==> src/rtl/tbin_pkg.sv <==
package tbin_pkg;

    // Width of a tile coordinate along one axis (up to 256 tiles per axis).
    localparam int TC_W = 8;

    typedef logic [TC_W-1:0] tcoord_t;

    // Inclusive range of covered tiles.
    typedef struct packed {
        tcoord_t x0;
        tcoord_t x1;
        tcoord_t y0;
        tcoord_t y1;
    } tile_box_t;

    typedef enum logic [0:0] {
        WK_IDLE = 1'b0,
        WK_WALK = 1'b1
    } walk_st_t;

    function automatic int tile_shift(input int px);
        return $clog2(px);
    endfunction

    function automatic int tiles_along(input int span, input int px);
        return (span + px - 1) / px;
    endfunction

endpackage

==> src/rtl/tbin_bbox.sv <==
module tbin_bbox
    import tbin_pkg::*;
#(
    parameter int COORD_W = 12,
    parameter int AREA_W  = 128,
    parameter int AREA_H  = 64,
    parameter int TILE_PX = 16
) (
    input  logic signed [COORD_W-1:0] x0,
    input  logic signed [COORD_W-1:0] y0,
    input  logic signed [COORD_W-1:0] x1,
    input  logic signed [COORD_W-1:0] y1,
    input  logic signed [COORD_W-1:0] x2,
    input  logic signed [COORD_W-1:0] y2,
    output tile_box_t                 box,
    output logic                      hit
);
    localparam int SH = tile_shift(TILE_PX);
    localparam logic signed [COORD_W-1:0] XLIM = COORD_W'(AREA_W - 1);
    localparam logic signed [COORD_W-1:0] YLIM = COORD_W'(AREA_H - 1);

    logic signed [COORD_W-1:0] xmn, xmx, ymn, ymx;
    logic signed [COORD_W-1:0] cxmn, cxmx, cymn, cymx;

    always_comb begin
        xmn = x0;
        if (x1 < xmn) xmn = x1;
        if (x2 < xmn) xmn = x2;
        xmx = x0;
        if (x1 > xmx) xmx = x1;
        if (x2 > xmx) xmx = x2;
        ymn = y0;
        if (y1 < ymn) ymn = y1;
        if (y2 < ymn) ymn = y2;
        ymx = y0;
        if (y1 > ymx) ymx = y1;
        if (y2 > ymx) ymx = y2;

        hit = !((xmx < 0) || (ymx < 0) || (xmn > XLIM) || (ymn > YLIM));

        cxmn = (xmn < 0)    ? '0   : xmn;
        cxmx = (xmx > XLIM) ? XLIM : xmx;
        cymn = (ymn < 0)    ? '0   : ymn;
        cymx = (ymx > YLIM) ? YLIM : ymx;

        box.x0 = tcoord_t'($unsigned(cxmn) >> SH);
        box.x1 = tcoord_t'($unsigned(cxmx) >> SH);
        box.y0 = tcoord_t'($unsigned(cymn) >> SH);
        box.y1 = tcoord_t'($unsigned(cymx) >> SH);
    end

endmodule

==> src/rtl/tbin_walker.sv <==
module tbin_walker
    import tbin_pkg::*;
#(
    parameter int ID_W    = 8,
    parameter int TILES_X = 8,
    parameter int TIDX_W  = 5
) (
    input  logic              clk,
    input  logic              rst,
    input  logic              phase_read,
    input  logic              blocked,
    input  logic              in_valid,
    input  logic              in_culled,
    input  logic [ID_W-1:0]   in_id,
    input  tile_box_t         box,
    input  logic              hit,
    output logic              in_ready,
    output logic              busy,
    output logic              wr_en,
    output logic [TIDX_W-1:0] wr_tile,
    output logic [ID_W-1:0]   wr_id
);
    walk_st_t  st;
    tile_box_t lim;
    tcoord_t   cur_x, cur_y;
    logic      last_tile;

    assign in_ready  = (st == WK_IDLE) && !phase_read && !blocked;
    assign busy      = (st == WK_WALK);
    assign wr_en     = (st == WK_WALK);
    assign wr_tile   = TIDX_W'(int'(cur_y) * TILES_X + int'(cur_x));
    assign last_tile = (cur_x == lim.x1) && (cur_y == lim.y1);

    always_ff @(posedge clk) begin
        if (rst) begin
            st    <= WK_IDLE;
            lim   <= '0;
            cur_x <= '0;
            cur_y <= '0;
            wr_id <= '0;
        end else begin
            case (st)
                WK_IDLE: begin
                    if (in_valid && in_ready && !in_culled && hit) begin
                        st    <= WK_WALK;
                        lim   <= box;
                        cur_x <= box.x0;
                        cur_y <= box.y0;
                        wr_id <= in_id;
                    end
                end
                WK_WALK: begin
                    if (last_tile) begin
                        st <= WK_IDLE;
                    end else if (cur_x == lim.x1) begin
                        cur_x <= lim.x0;
                        cur_y <= cur_y + 1'b1;
                    end else begin
                        cur_x <= cur_x + 1'b1;
                    end
                end
                default: st <= WK_IDLE;
            endcase
        end
    end

    AST_TILE_IN_BOX: assert property (@(posedge clk) disable iff (rst)
        wr_en |-> (cur_x >= lim.x0 && cur_x <= lim.x1 &&
                   cur_y >= lim.y0 && cur_y <= lim.y1));

    AST_ROW_MAJOR: assert property (@(posedge clk) disable iff (rst)
        (wr_en && $past(wr_en) && cur_y == $past(cur_y))
            |-> (cur_x == $past(cur_x) + tcoord_t'(1)));

endmodule

==> src/rtl/tbin_store.sv <==
module tbin_store #(
    parameter int ID_W      = 8,
    parameter int NUM_TILES = 32,
    parameter int BIN_DEPTH = 16,
    parameter int TIDX_W    = 5,
    parameter int SLOT_W    = 4,
    parameter int CNT_W     = 5
) (
    input  logic              clk,
    input  logic              rst,
    input  logic              clear,
    input  logic              walk_busy,
    input  logic              wr_en,
    input  logic [TIDX_W-1:0] wr_tile,
    input  logic [ID_W-1:0]   wr_id,
    input  logic [TIDX_W-1:0] rd_tile,
    input  logic [SLOT_W-1:0] rd_slot,
    output logic [CNT_W-1:0]  rd_count,
    output logic [ID_W-1:0]   rd_data,
    output logic              clr_busy,
    output logic              overflow
);
    localparam logic [CNT_W-1:0] FULL = CNT_W'(BIN_DEPTH);

    logic [ID_W-1:0]   mem [NUM_TILES][BIN_DEPTH];
    logic [CNT_W-1:0]  cnt [NUM_TILES];
    logic [TIDX_W-1:0] clr_idx;
    logic              clr_start;
    logic              wr_full;

    assign clr_start = clear && !walk_busy && !clr_busy;
    assign wr_full   = (cnt[wr_tile] == FULL);

    // Fill counts, clear sweep and overflow flag.
    always_ff @(posedge clk) begin
        if (rst) begin
            for (int t = 0; t < NUM_TILES; t++) cnt[t] <= '0;
            clr_busy <= 1'b0;
            clr_idx  <= '0;
            overflow <= 1'b0;
        end else if (clr_start) begin
            clr_busy <= 1'b1;
            clr_idx  <= '0;
            overflow <= 1'b0;
        end else if (clr_busy) begin
            cnt[clr_idx] <= '0;
            if (clr_idx == TIDX_W'(NUM_TILES - 1)) clr_busy <= 1'b0;
            else                                   clr_idx  <= clr_idx + 1'b1;
        end else if (wr_en) begin
            if (wr_full) overflow     <= 1'b1;
            else         cnt[wr_tile] <= cnt[wr_tile] + 1'b1;
        end
    end

    // List storage: no reset, only written below the fill count.
    always_ff @(posedge clk) begin
        if (wr_en && !clr_busy && !wr_full)
            mem[wr_tile][SLOT_W'(cnt[wr_tile])] <= wr_id;
    end

    // Registered read port.
    always_ff @(posedge clk) begin
        if (rst) begin
            rd_count <= '0;
            rd_data  <= '0;
        end else begin
            rd_count <= cnt[rd_tile];
            rd_data  <= mem[rd_tile][rd_slot];
        end
    end

    AST_NO_WRITE_DURING_CLEAR: assert property (@(posedge clk) disable iff (rst)
        wr_en |-> !clr_busy);

    AST_FULL_RAISES_FLAG: assert property (@(posedge clk) disable iff (rst)
        (wr_en && wr_full && !clr_start) |=> overflow);

    AST_OVERFLOW_STICKY: assert property (@(posedge clk) disable iff (rst)
        (overflow && !clr_start) |=> overflow);

endmodule

==> src/rtl/tile_binner.sv <==
module tile_binner
    import tbin_pkg::*;
#(
    parameter int TILE_PX   = 16,
    parameter int AREA_W    = 128,
    parameter int AREA_H    = 64,
    parameter int BIN_DEPTH = 16,
    parameter int ID_W      = 8,
    parameter int COORD_W   = 12,
    localparam int TILES_X   = tiles_along(AREA_W, TILE_PX),
    localparam int TILES_Y   = tiles_along(AREA_H, TILE_PX),
    localparam int NUM_TILES = TILES_X * TILES_Y,
    localparam int TIDX_W    = (NUM_TILES > 1) ? $clog2(NUM_TILES) : 1,
    localparam int SLOT_W    = (BIN_DEPTH > 1) ? $clog2(BIN_DEPTH) : 1,
    localparam int CNT_W     = $clog2(BIN_DEPTH + 1)
) (
    input  logic                      clk,
    input  logic                      rst,
    input  logic                      phase_read,
    input  logic                      clear,
    input  logic                      in_valid,
    output logic                      in_ready,
    input  logic [ID_W-1:0]           in_id,
    input  logic                      in_culled,
    input  logic signed [COORD_W-1:0] in_x0,
    input  logic signed [COORD_W-1:0] in_y0,
    input  logic signed [COORD_W-1:0] in_x1,
    input  logic signed [COORD_W-1:0] in_y1,
    input  logic signed [COORD_W-1:0] in_x2,
    input  logic signed [COORD_W-1:0] in_y2,
    input  logic [TIDX_W-1:0]         rd_tile,
    input  logic [SLOT_W-1:0]         rd_slot,
    output logic [CNT_W-1:0]          rd_count,
    output logic [ID_W-1:0]           rd_data,
    output logic                      overflow
);
    tile_box_t         box;
    logic              hit;
    logic              walk_busy;
    logic              clr_busy;
    logic              wr_en;
    logic [TIDX_W-1:0] wr_tile;
    logic [ID_W-1:0]   wr_id;

    tbin_bbox #(
        .COORD_W(COORD_W), .AREA_W(AREA_W), .AREA_H(AREA_H), .TILE_PX(TILE_PX)
    ) u_bbox (
        .x0(in_x0), .y0(in_y0), .x1(in_x1), .y1(in_y1), .x2(in_x2), .y2(in_y2),
        .box(box), .hit(hit)
    );

    tbin_walker #(
        .ID_W(ID_W), .TILES_X(TILES_X), .TIDX_W(TIDX_W)
    ) u_walker (
        .clk(clk), .rst(rst), .phase_read(phase_read),
        .blocked(clr_busy || clear),
        .in_valid(in_valid), .in_culled(in_culled), .in_id(in_id),
        .box(box), .hit(hit),
        .in_ready(in_ready), .busy(walk_busy),
        .wr_en(wr_en), .wr_tile(wr_tile), .wr_id(wr_id)
    );

    tbin_store #(
        .ID_W(ID_W), .NUM_TILES(NUM_TILES), .BIN_DEPTH(BIN_DEPTH),
        .TIDX_W(TIDX_W), .SLOT_W(SLOT_W), .CNT_W(CNT_W)
    ) u_store (
        .clk(clk), .rst(rst), .clear(clear), .walk_busy(walk_busy),
        .wr_en(wr_en), .wr_tile(wr_tile), .wr_id(wr_id),
        .rd_tile(rd_tile), .rd_slot(rd_slot),
        .rd_count(rd_count), .rd_data(rd_data),
        .clr_busy(clr_busy), .overflow(overflow)
    );

    AST_READ_PHASE_CLOSED: assert property (@(posedge clk) disable iff (rst)
        (in_valid && in_ready) |-> !phase_read);

endmodule

==> config.mk <==
export PLATFORM = sky130hd
export DESIGN_NAME = tile_binner
export DESIGN_NICKNAME = d
export VERILOG_FILES = /design/src/rtl/tbin_pkg.sv /design/src/rtl/tbin_bbox.sv /design/src/rtl/tbin_walker.sv /design/src/rtl/tbin_store.sv /design/src/rtl/tile_binner.sv
export SDC_FILE = /design/constraint.sdc
export NUM_CORES = 2
export LEC_CHECK = 0
export BUFFER_PORTS_ARGS = -buffer_cell sky130_fd_sc_hd__clkbuf_2
export CAP_MARGIN = 10
export CORE_ASPECT_RATIO = 2
export CORE_MARGIN = 3
export CORE_UTILIZATION = 50
export DETAILED_ROUTE_END_ITERATION = 12
export PLACE_DENSITY = 0.72
export SETUP_SLACK_MARGIN = 0.15
export SYNTH_ARGS = -nofsm -noshare
export SYNTH_HDL_FRONTEND = slang
export SYNTH_MEMORY_MAX_BITS = 65536
export SYNTH_SLANG_ARGS = --single-unit
==> constraint.sdc <==
create_clock -name clk -period 11.45 [get_ports clk]
set_input_delay 3.435 -clock clk [delete_from_list [all_inputs] [get_ports clk]]
set_output_delay 3.435 -clock clk [all_outputs]
set_load 0.01 [all_outputs]
==> flow_summary.json <==
{
  "cts.reportedPaths.clkPinSlew_ns": 0.07,
  "post_cts.resized_instances": 0,
  "worstSetupEndpointType": "flip-flop",
  "initial_utilization": 0.503,
  "cts_hold_repair.buffers": 0,
  "globalRouteTotalUtil": 0.243,
  "tightestPinTransition_ns": 1.32,
  "floorplan.io_pins": 110,
  "share_clk_of_total_power": 0.393,
  "vias": 80900,
  "instances_no_fill": 12700,
  "grt_pass1_vias": 84900,
  "timing.rr.start": "u_walker.cur_x[0]",
  "clkLatencyLatePin_ns": 0.93,
  "cellPowerDensity_mw_per_mm2": 162,
  "worst_clock_skew_ns": 0.0834,
  "total_length_of_routed_wires_mm": 428,
  "max_freq_mhz": 114,
  "fraction_of_the_yosys_area_taken_by_sequential_cells": 0.748,
  "power_frac_seq": 0.558,
  "slew-limit-headroom": 0.122,
  "post-synth-top-area-fraction": 0.741,
  "power.net_switching_w": 0.00632,
  "route.detailed.vias_per_inst": 6.36,
  "netSwitchingFraction": 0.205,
  "setup_total_negative_slack_ns": 0,
  "wl_per_cell_um": 33.7,
  "synthesis.area_sq_mm": 0.173,
  "startpoint_type": "input pin",
  "worstHoldPathCells": 1,
  "class_of_the_tightest_hold_or_removal_check": "flip-flop to flip-flop",
  "drt.antenna.violating_nets": 0,
  "critPathKind": "input pin to flip-flop",
  "leakage_nw": 61.9,
  "worstRegToRegCells": 12,
  "edff_count_synth": 4256,
  "cts-root-to-sink-buffers": 4,
  "status": "finished clean",
  "finalPower_w": 0.0308,
  "synth_area_leaders": "sky130_fd_sc_hd__edfxtp_1 (74%), sky130_fd_sc_hd__mux4_2 (19%), sky130_fd_sc_hd__nor2_1 (1.3%)",
  "detailed_place.area_sq_mm": 0.178,
  "syn_avg_cell_area_sq_um": 22.2,
  "critPathRequiredTime_ns": 12.23,
  "grt_max_degree": 241,
  "clkSinkCount": 4324,
  "place_inst": 12100,
  "netlist.top_cell.by_area": "sky130_fd_sc_hd__edfxtp_1",
  "maximum_fanout_along_the_worst_path": 15,
  "synth.distinct_cells": 75,
  "antenna_found_initial": 20,
  "unrepaired_setup_endpoints_after_global_routing": "no",
  "setup_viol": 0,
  "ys.warnings.count": 0,
  "timing.hold.worst_endpoint": "u_walker.lim[27]",
  "final-max-slew-violation-count": 0,
  "postSynthNetCount": 7942,
  "drt_iter0_drc": 9059,
  "layout.nets": 8035,
  "cts_made_buffers": 344,
  "finish.instance_area_sq_mm": 0.190,
  "drive_above_1_share": 0.289,
  "dp.final_hpwl_mm": 266,
  "globalRoute.totalOverflow": 0,
  "drt_pre_antenna_iters": 5,
  "postCtsSetupRepairBufs": 0,
  "synthCells": 7765,
  "fp.dieArea_sq_mm": 0.353,
  "vdd_ir_drop_max_v": 0.000132,
  "fp.coreArea_sq_mm": 0.343,
  "std_cell_rows": 304,
  "synth.most_common_cell": "sky130_fd_sc_hd__edfxtp_1",
  "tritoncts": "built",
  "die_height_um": 837,
  "die_outline_width_um": 421,
  "synthFlopType": "sky130_fd_sc_hd__edfxtp_1",
  "timing.hold.worst.start": "u_walker.lim[27]",
  "max_cap_viol_count": 0,
  "synthTopCellsByCount": "sky130_fd_sc_hd__edfxtp_1 (4256), sky130_fd_sc_hd__mux4_2 (1447), sky130_fd_sc_hd__nor2_1 (609), sky130_fd_sc_hd__clkbuf_1 (293), sky130_fd_sc_hd__nor3_1 (129)",
  "regToRegEndpoint": "u_store.cnt[0][0]",
  "cts_root_buffer": "sky130_fd_sc_hd__clkbuf_16",
  "hold_violations": 0,
  "synth_seq_cells": 4324,
  "grt_first_pass_wirelength_mm": 620,
  "io_buffers": 109,
  "final.period_utilization": 0.768,
  "crit_arrival_ns": 9.57,
  "power_report.internal_total_w": 0.0245,
  "synthToLayoutAreaGrowth_pct": 9.85,
  "final_gp_congestion": 0.863,
  "fillCellCount": 25000,
  "share_of_synthesized_flip_flops_with_an_asynchronous_set_or_reset": 0,
  "cts-htree-levels": 5,
  "detail_route.drc_violations": 0,
  "ff2ff_setup_slack_ns": 5.15,
  "finalCriticalPeriod_ns": 8.79,
  "comb_power_share": 0.049
}
==> registers in the layout, summed over array words and instances, names as in the netlist <==
name / cells
u_store.overflow: 1
u_walker.wr_id: 8
u_store.rd_count: 5
u_walker.lim: 23
u_store.rd_data: 8
u_walker.busy: 1
u_walker.cur_y: 8
u_walker.cur_x: 8
u_store.clr_busy: 1
u_store.mem: 4096
u_store.clr_idx: 5
u_store.cnt: 160
==> routing by layer <==
layer | global-route usage | up-vias | share of wire
met2 | 0.435 | 3787 | 0.54
met3 | 0.0355 | 924 | 0.068
met1 | 0.276 | 43400 | 0.32
met4 | 0.148 | 10 | 0.072
li1 | - | 32800 | -
met5 | 0 | - | 0.00015
==> power groups by stage <==
stage | Sequential (W) | Clock [W] | Combinational (W)
final | 0.0172 | 0.0121 | 0.00151
after floorplan | 0.0175 | 0 | 0.000977
after global placement | 0.0175 | 0 | 0.00151
after CTS | 0.0172 | 0.0122 | 0.00153
after detailed placement | 0.0175 | 0 | 0.00153
after global routing | 0.0172 | 0.0128 | 0.00158
==> worst max-delay path, stage by stage <==
cell,delay [ns]
sky130_fd_sc_hd__clkbuf_2,0.13
sky130_fd_sc_hd__inv_1,0.07
sky130_fd_sc_hd__ha_1,0.32
sky130_fd_sc_hd__nand4_1,0.15
sky130_fd_sc_hd__nor2_1,0.12
sky130_fd_sc_hd__a21oi_1,0.08
sky130_fd_sc_hd__a41oi_2,0.87
sky130_fd_sc_hd__mux2i_1,0.33
sky130_fd_sc_hd__ha_1,0.30
sky130_fd_sc_hd__a21o_1,0.17
sky130_fd_sc_hd__a21oi_1,0.27
sky130_fd_sc_hd__o21ai_0,0.12
sky130_fd_sc_hd__a21oi_1,0.20
sky130_fd_sc_hd__nand4b_1,0.12
sky130_fd_sc_hd__o22ai_1,0.75
sky130_fd_sc_hd__mux2_2,0.47
sky130_fd_sc_hd__nor3_2,0.83
sky130_fd_sc_hd__buf_4,0.36
sky130_fd_sc_hd__nor2_1,0.20
sky130_fd_sc_hd__and2_1,0.28
==> cells by family after synthesis <==
group	after synthesis	synth area share
mux	1540	0.194
flops	4324	0.748
buf+inv	551	0.0133
simple gates	1028	0.0277
fa+ha+maj	82	0.00595
compound gates	209	0.00845
xor+xnor	31	0.00175
==> through the flow <==
| step | utilization | worst slack (ns) | hold WS [ns] |
|---|---|---|---|
| after floorplan | - | 3.24 | 0.431 |
| after global placement | 0.520 | 1.77 | 0.448 |
| after detailed placement | 0.520 | 1.69 | 0.451 |
| after CTS | 0.552 | 2.67 | 0.473 |
| after global routing | 0.552 | 2.11 | 0.499 |
| final | 0.553 | 2.66 | 0.470 |
==> worst max-delay path by stage <==
stage | from | endpoint | slack, ns | depth (start not counted)
2_1_floorplan | in_x0[11] | u_walker.cur_x[1] | 3.24 | 21
3_3_place_gp | in_y0[7] | u_walker.lim[5] | 1.77 | 20
3_5_place_dp | in_y0[7] | u_walker.lim[30] | 1.69 | 20
4_1_cts | in_y0[7] | u_walker.lim[2] | 2.67 | 20
5_1_grt | in_y0[6] | u_walker.lim[19] | 2.11 | 19
6_report | in_y0[7] | u_walker.lim[2] | 2.66 | 20
==> final cells by class <==
class                   count  area, sq um  share of cell area
flip-flops and latches   4324       129000               0.682
multi-input cells        2890        41300               0.218
clock buffers             414         9080              0.0479
well taps                4590         5740              0.0303
clock inverters           190         2110              0.0111
repair buffers            252         1950              0.0103
inverters                  46          173            0.000911
diodes                      9         22.5            0.000119
==> cells in the final DEF (no fill, tap or decap), drive strengths merged, types with 9 or more instances in the layout <==
cell type,synthesis,routed
ha,82,82
inv,44,55
nor4,16,16
a21oi,60,60
a31oi,14,14
edfxtp,4256,4256
diode,0,9
clkinv,2,113
nand2b,9,9
and3,9,9
nor2,610,610
dfxtp,68,68
buf,212,150
and2,17,17
nand2,83,83
bufinv,0,42
nor2b,9,9
o21ai,25,25
xor2,23,23
mux2i,78,78
mux2,15,15
nor3,179,179
clkbuf,293,516
a211oi,11,11
nand4,17,17
o21bai,35,35
clkinvlp,0,26
mux4,1447,1447
nand3,50,50
No activity file was read; power rests on OpenSTA's default activity.
